==> src/rtl/regring_pkg.sv <==
package regring_pkg;
  typedef enum logic [2:0] {
    ST_IDLE, ST_DREQ, ST_DRSP, ST_XREQ, ST_XRSP, ST_WR, ST_NEXT
  } walk_st_t;

  localparam logic [1:0] SEL_TABLE = 2'd0;
  localparam logic [1:0] SEL_SRC   = 2'd1;
  localparam logic [1:0] SEL_GO    = 2'd2;
  localparam logic [1:0] SEL_IRQ   = 2'd3;

  localparam logic [1:0] OP_SYS2REG = 2'd3;
endpackage

==> src/rtl/regring_idx_decode.sv <==
module regring_idx_decode #(
  parameter int DW   = 32,
  parameter int RA_W = 11
) (
  input  logic [DW-1:0]   idx,
  output logic [RA_W-1:0] addr,
  output logic            bad
);
  localparam int BLK_LOG2 = RA_W - 3;

  // bit BLK_LOG2 picks the block: set -> lower block, clear -> upper block
  assign addr = {~idx[BLK_LOG2], idx[BLK_LOG2-1:0], 2'b00};
  assign bad  = |idx[DW-1:BLK_LOG2+1];
endmodule

==> src/rtl/regring_ring_ptr.sv <==
module regring_ring_ptr #(
  parameter int AW            = 32,
  parameter int MIN_RING_LOG2 = 14,
  parameter int CODE_W        = 2
) (
  input  logic              clk,
  input  logic              rst_n,
  input  logic              load,
  input  logic [AW-1:0]     load_val,
  input  logic [CODE_W-1:0] load_code,
  input  logic              adv,
  output logic [AW-1:0]     ptr
);
  localparam logic [AW-1:0] MIN_BYTES = AW'(1) << MIN_RING_LOG2;
  localparam logic [AW-1:0] DESC_BYTES = AW'(16);

  logic [CODE_W-1:0] code_q;
  logic [AW-1:0]     ptr_q;
  logic [AW-1:0]     mask;
  logic [AW-1:0]     step;

  assign mask = (MIN_BYTES << code_q) - AW'(1);
  assign step = ptr_q + DESC_BYTES;
  assign ptr  = ptr_q;

  always_ff @(posedge clk) begin
    if (!rst_n) begin
      ptr_q  <= '0;
      code_q <= '0;
    end else if (load) begin
      ptr_q  <= {load_val[AW-1:4], 4'b0000};
      code_q <= load_code;
    end else if (adv) begin
      ptr_q  <= (ptr_q & ~mask) | (step & mask);
    end
  end
endmodule

==> src/rtl/regring_walker.sv <==
module regring_walker
  import regring_pkg::*;
#(
  parameter int AW             = 32,
  parameter int DW             = 32,
  parameter int RA_W           = 11,
  parameter int MAX_XFER_BYTES = 4096
) (
  input  logic            clk,
  input  logic            rst_n,
  input  logic            start,
  input  logic [AW-1:0]   ptr,
  output logic            adv,
  output logic            eol_set,
  output logic            err_inc,
  output logic            busy,
  output logic [DW-1:0]   pair_idx,
  input  logic [RA_W-1:0] dec_addr,
  input  logic            dec_bad,
  output logic            mem_req_valid,
  input  logic            mem_req_ready,
  output logic [AW-1:0]   mem_req_addr,
  input  logic            mem_rsp_valid,
  output logic            mem_rsp_ready,
  input  logic [DW-1:0]   mem_rsp_data,
  output logic            rw_valid,
  input  logic            rw_ready,
  output logic [RA_W-1:0] rw_addr,
  output logic [DW-1:0]   rw_data
);
  localparam int LEN_W = $clog2(MAX_XFER_BYTES) + 1;
  localparam int WC_W  = LEN_W - 2;
  localparam logic [LEN_W-1:0] LEN_MAX = LEN_W'(MAX_XFER_BYTES);

  walk_st_t         st;
  logic [1:0]       k;
  logic [AW-1:0]    saddr_q;
  logic [DW-1:0]    cmd_q;
  logic [DW-1:0]    idx_q;
  logic [DW-1:0]    val_q;
  logic [WC_W-1:0]  widx;
  logic [WC_W-1:0]  wtot;
  logic [LEN_W-1:0] len_raw;
  logic [LEN_W-1:0] len_cap;
  logic [WC_W-1:0]  words;
  logic             rsp_fire;

  assign len_raw  = cmd_q[LEN_W-1:0];
  assign len_cap  = (len_raw > LEN_MAX) ? LEN_MAX : len_raw;
  assign words    = {len_cap[LEN_W-1:3], 1'b0};
  assign rsp_fire = mem_rsp_valid && mem_rsp_ready;

  assign busy          = (st != ST_IDLE);
  assign mem_req_valid = (st == ST_DREQ) || (st == ST_XREQ);
  assign mem_req_addr  = (st == ST_DREQ) ? ptr + AW'({k, 2'b00})
                                         : saddr_q + AW'({widx, 2'b00});
  assign mem_rsp_ready = (st == ST_DRSP) || (st == ST_XRSP);
  assign rw_valid      = (st == ST_WR);
  assign rw_addr       = dec_addr;
  assign rw_data       = val_q;
  assign pair_idx      = idx_q;
  assign adv           = (st == ST_DRSP) && rsp_fire && (k == 2'd3);
  assign eol_set       = (st == ST_NEXT) && cmd_q[DW-1];
  assign err_inc       = (st == ST_XRSP) && rsp_fire && widx[0] && dec_bad;

  always_ff @(posedge clk) begin
    if (!rst_n) begin
      st      <= ST_IDLE;
      k       <= '0;
      saddr_q <= '0;
      cmd_q   <= '0;
      idx_q   <= '0;
      val_q   <= '0;
      widx    <= '0;
      wtot    <= '0;
    end else begin
      unique case (st)
        ST_IDLE: if (start) begin
          k  <= '0;
          st <= ST_DREQ;
        end
        ST_DREQ: if (mem_req_ready) st <= ST_DRSP;
        ST_DRSP: if (rsp_fire) begin
          if (k == 2'd1) saddr_q <= mem_rsp_data;
          if (k == 2'd2) cmd_q   <= mem_rsp_data;
          if (k == 2'd3) begin
            widx <= '0;
            wtot <= words;
            st   <= (words == '0) ? ST_NEXT : ST_XREQ;
          end else begin
            k  <= k + 2'd1;
            st <= ST_DREQ;
          end
        end
        ST_XREQ: if (mem_req_ready) st <= ST_XRSP;
        ST_XRSP: if (rsp_fire) begin
          widx <= widx + WC_W'(1);
          if (!widx[0]) begin
            idx_q <= mem_rsp_data;
            st    <= ST_XREQ;
          end else begin
            val_q <= mem_rsp_data;
            if (dec_bad) st <= (widx + WC_W'(1) == wtot) ? ST_NEXT : ST_XREQ;
            else         st <= ST_WR;
          end
        end
        ST_WR: if (rw_ready) st <= (widx == wtot) ? ST_NEXT : ST_XREQ;
        ST_NEXT: begin
          if (cmd_q[DW-1]) st <= ST_IDLE;
          else begin
            k  <= '0;
            st <= ST_DREQ;
          end
        end
        default: st <= ST_IDLE;
      endcase
    end
  end
endmodule

==> src/rtl/regring_master.sv <==
module regring_master
  import regring_pkg::*;
#(
  parameter int AW             = 32,
  parameter int DW             = 32,
  parameter int RA_W           = 11,
  parameter int ERR_W          = 8,
  parameter int MIN_RING_LOG2  = 14,
  parameter int MAX_XFER_BYTES = 4096
) (
  input  logic             clk,
  input  logic             rst_n,
  input  logic             ctl_wr,
  input  logic [1:0]       ctl_sel,
  input  logic [DW-1:0]    ctl_wdata,
  output logic [AW-1:0]    table_ptr,
  output logic             busy,
  output logic             eol_flag,
  output logic [ERR_W-1:0] err_cnt,
  output logic             mem_req_valid,
  input  logic             mem_req_ready,
  output logic [AW-1:0]    mem_req_addr,
  input  logic             mem_rsp_valid,
  output logic             mem_rsp_ready,
  input  logic [DW-1:0]    mem_rsp_data,
  output logic             rw_valid,
  input  logic             rw_ready,
  output logic [RA_W-1:0]  rw_addr,
  output logic [DW-1:0]    rw_data
);
  logic          src_en;
  logic [1:0]    src_op;
  logic          start;
  logic          tbl_load;
  logic          adv;
  logic          eol_set;
  logic          err_inc;
  logic [DW-1:0] pair_idx;
  logic [RA_W-1:0] dec_addr;
  logic          dec_bad;

  assign tbl_load = ctl_wr && (ctl_sel == SEL_TABLE) && !busy;
  assign start    = ctl_wr && (ctl_sel == SEL_GO) && src_en
                    && (src_op == OP_SYS2REG) && !busy;

  always_ff @(posedge clk) begin
    if (!rst_n) begin
      src_en   <= 1'b0;
      src_op   <= '0;
      eol_flag <= 1'b0;
      err_cnt  <= '0;
    end else begin
      if (ctl_wr && ctl_sel == SEL_SRC) begin
        src_en <= ctl_wdata[0];
        src_op <= ctl_wdata[2:1];
      end
      if (eol_set)
        eol_flag <= 1'b1;
      else if (ctl_wr && ctl_sel == SEL_IRQ && ctl_wdata[0])
        eol_flag <= 1'b0;
      if (err_inc && err_cnt != '1)
        err_cnt <= err_cnt + ERR_W'(1);
    end
  end

  regring_ring_ptr #(
    .AW(AW), .MIN_RING_LOG2(MIN_RING_LOG2), .CODE_W(2)
  ) u_ptr (
    .clk(clk), .rst_n(rst_n), .load(tbl_load),
    .load_val(ctl_wdata[AW-1:0]), .load_code(ctl_wdata[1:0]),
    .adv(adv), .ptr(table_ptr)
  );

  regring_idx_decode #(.DW(DW), .RA_W(RA_W)) u_dec (
    .idx(pair_idx), .addr(dec_addr), .bad(dec_bad)
  );

  regring_walker #(
    .AW(AW), .DW(DW), .RA_W(RA_W), .MAX_XFER_BYTES(MAX_XFER_BYTES)
  ) u_walk (
    .clk(clk), .rst_n(rst_n), .start(start), .ptr(table_ptr),
    .adv(adv), .eol_set(eol_set), .err_inc(err_inc), .busy(busy),
    .pair_idx(pair_idx), .dec_addr(dec_addr), .dec_bad(dec_bad),
    .mem_req_valid(mem_req_valid), .mem_req_ready(mem_req_ready),
    .mem_req_addr(mem_req_addr), .mem_rsp_valid(mem_rsp_valid),
    .mem_rsp_ready(mem_rsp_ready), .mem_rsp_data(mem_rsp_data),
    .rw_valid(rw_valid), .rw_ready(rw_ready), .rw_addr(rw_addr),
    .rw_data(rw_data)
  );
endmodule

==> config.mk <==
export PLATFORM = sky130hd
export DESIGN_NAME = regring_master
export DESIGN_NICKNAME = d
export VERILOG_FILES = /design/src/rtl/regring_pkg.sv /design/src/rtl/regring_idx_decode.sv /design/src/rtl/regring_ring_ptr.sv /design/src/rtl/regring_walker.sv /design/src/rtl/regring_master.sv
export SDC_FILE = /design/constraint.sdc
export NUM_CORES = 1
export LEC_CHECK = 0
export CAP_MARGIN = 20
export CORE_ASPECT_RATIO = 1.4
export CORE_MARGIN = 2
export CORE_UTILIZATION = 60
export DETAILED_ROUTE_END_ITERATION = 8
export DONT_BUFFER_PORTS = 1
export GPL_TIMING_DRIVEN = 0
export PLACE_DENSITY_LB_ADDON = 0.3
export SLEW_MARGIN = 0
export SYNTH_ARGS = -nofsm -noshare
export SYNTH_HDL_FRONTEND = slang
export SYNTH_HIERARCHICAL = 1
export SYNTH_SLANG_ARGS = --single-unit
export TNS_END_PERCENT = 100
==> constraint.sdc <==
create_clock -name clk -period 4.7 [get_ports clk]
set_input_delay 0.47 -clock clk [delete_from_list [all_inputs] [get_ports clk]]
set_output_delay 0.47 -clock clk [all_outputs]
set_load 0.02 [all_outputs]
==> metrics.md <==
| Metric | Value |
|---|---|
| Status | `finished, final reports clean` |
| Antenna Cells | `0` |
| Setup violations, final | `0` |
| Total power | `3.704 mW` |
| Multi-input gate area | `5514 sq um` |
| Die ar. | `17080 sq um` |
| Crit Path Max Fanout | `8` |
| Final Hold Fails | `0` |
| Seq. cell area | `3563 sq um` |
| Net Sw Frac | `31.14%` |
| Width of the chip | `111.0 um` |
| Detailed-route DRC error count | `0` |
| Measured slew at the worst slew-check pin | `0.8607 ns` |
| Post-synth EDFFs | `0` |
| Crit Path Class | `flop to output port` |
| Power Density | `352.7 nW/um^2` |
| Post-detail-place hpwl | `20620 um` |
| Initial antenna violation count | `0` |
| Synth Area per Inst | `7.632 sq um` |
| Seq pwr share | `43.9%` |
| Layout cells sized above 1 | `7.325%` |
| Final clock skew | `0.01010 ns` |
| Vias in the first global route | `8732` |
| Drt first pass iters | `5` |
| Sequential share of the synthesized area | `37.03%` |
| Net Switching | `1.153 mW` |
| Total grt overflow | `0` |
| Routability cong. | `0.9379` |
| Die height | `153.9 um` |
| Clock root cell | `clkbuf_16` |
| Tmin final | `3.857 ns` |
| CTS Sinks | `178` |
| Final Cycle Share | `82.07%` |
| Class of the worst hold path | `input port to flop` |
| CP required | `4.23 ns` |
| Hold bufs inserted after CTS | `0` |
| Comb pwr share | `16.4%` |
| Initial Util | `61.40%` |
| Clk pwr share | `39.8%` |
| Pint | `2.551 mW` |
| Library cells used by synthesis | `73` |
| Area leader, netlist | `dfxtp_1` |
| Synth Flop Type | `dfxtp_1` |
| Synth top area cells | `dfxtp_1 (37%), nand2_1 (11%), a21oi_1 (8.8%)` |
| Resized Gates After CTS | `0` |
| Worst-path clk slew | `0.07 ns` |
| F_max | `0.2592 GHz` |
| FILL cells | `1341` |
| Highest-count cells in the layout ignoring fill and taps | `nand2_1 (283), dfxtp_1 (178), a21oi_1 (169)` |
| Via density | `6.165` |
| CP endpoint kind | `output port` |
| Crit start category | `flop` |
| Pin count of the biggest net entering global routing | `18` |
| Synthesized cell area | `9624 sq um` |
| Synth async-reset ratio | `0%` |
| WL final | `27510 um` |
| IO Count | `192` |
| Max Transition Viols Final | `0` |
| Std-Cell Rows | `54` |
| H-tree levels | `4` |
| Peak VDD IR | `0.2384 mV` |
| Total negative slack | `0 ns` |
| Slew headroom | `42.01%` |
| Crit path DAT | `3.39 ns` |
| NumNets Final | `1377` |
| CTS tree | `done` |
| Cells after Synth | `1261` |
| Gr usage total | `31.25%` |
| First-pass GRT wire length | `43770 um` |
| Post-synth top area share | `37.03%` |
| Wire per inst | `18.43 um` |
| LEAKAGE | `3.733 nW` |
| Core ar. | `15680 sq um` |
| Total clock buffers created by CTS | `17` |
| Via count | `9205` |
| Commonest non-fill, non-tap cell in the layout | `nand2_1` |
| Area added between synthesis and finish | `9.127%` |
| Max-capacitance violation count | `0` |
| Unrepaired setup endpoints after global routing | `false` |
| # Post-CTS Setup Buffers | `0` |
| Port Buffers | `0` |
| Clk buf depth | `2` |
| Ys Warns | `6` |
| Starting DRC count in detailed routing | `699` |
| Post-synthesis register bit count | `178` |
| Clk_lat worst skew | `0.43 ns` |
| Detail Route Antenna Nets | `0` |
[metrics by stage]
stage	instances	hold slack, ns	util (%)	setup slack, ns	cell area (sq um)
after global routing	1493	0.1583	67.00	0.6750	10500
final	1493	0.1648	67.00	0.8426	10500
after CTS	1493	0.1544	67.00	0.8670	10500
after detailed placement	1461	0.4502	63.06	1.335	9884
after global placement	1461	0.4390	63.06	1.351	9884
after floorplan	1265	0.4313	-	1.846	9639
[cells in the mapped netlist, types with 11 or more instances]
library cell,count
nand3_1,29
xor2_1,22
mux2i_1,32
buf_4,26
nand2_1,283
and3_1,22
nor2_1,90
ha_1,19
o21ai_0,26
clkbuf_1,60
xnor2_1,45
inv_1,18
dfxtp_1,178
a21oi_1,169
nand4_1,21
nor4_1,11
nor3_1,24
[power groups by stage]
stage,combinational (mW),clock [mW],sequential [mW]
final,0.606,1.47,1.63
after global routing,0.656,1.54,1.63
after CTS,0.595,1.49,1.62
after detailed placement,0.592,0,1.66
after global placement,0.588,0,1.66
after floorplan,0.468,0,1.64
[critical path: stages (launching register included)]
cell and delay, ns:
dfxtp_1 0.53, ha_1 0.35, nor2b_1 0.16, o31a_1 0.29
o311ai_1 0.57, a21oi_1 0.29, a31o_2 0.31, a31oi_1 0.46
[logic make-up (layout without fill, tap and decap cells)]
family          after synthesis  after routing  synth area share [%]
flops                       178            178                 37.03
xor+xnor                     67             67                 6.097
simple gates                562            562                 27.70
compound gates              280            280                 17.04
fa+ha+maj                    21             21                 2.886
mux                          32             32                 3.328
other cells                   2              6               0.07803
buf+inv                     119            151                 5.837
[sequential cells by signal, indices dropped and copies added (netlist names)]
name and flops:
u_walk/pair_idx 32, err_cnt 8, u_walk/wtot 10, u_ptr/code_q 2, src_op 2, u_walk/saddr_q 32, u_walk/cmd_q 14, u_walk/st 3
u_walk/rw_data 32, u_walk/widx 11, u_ptr/ptr 28, u_walk/k 2, src_en 1, eol_flag 1
[path summary, 6_finish.rpt]
check | from | end | slack, ns | cells after the start
worst max-delay path | u_walk/widx[2] | mem_req_addr[28] | 0.84 | 7
worst min-delay path | mem_rsp_data[19] | u_walk/pair_idx[19] | 0.16 | 2
worst max register to register | u_walk/st[1] | err_cnt[7] | 1.71 | 9
worst min register to register | u_walk/pair_idx[12] | u_walk/pair_idx[12] | 0.46 | 2
[layer usage]
metal | vias to the layer above | share of wire, % | track usage (%)
li1 | 4390 | - | -
met1 | 4240 | 40 | 37.49
met2 | 474 | 48 | 53.84
met3 | 101 | 7.9 | 5.597
met4 | 0 | 4.7 | 15.64
met5 | - | 0 | 0
[layout make-up]
type / count / area share [%]
plain buffers: 97 / 4.563
clock buffers: 19 / 4.313
clock inverters: 13 / 1.573
inverters: 22 / 0.7863
multi-input cells: 968 / 52.50
flip-flops and latches: 178 / 33.93
well taps: 196 / 2.335
Note: power is estimated with default switching activity, not from simulation.
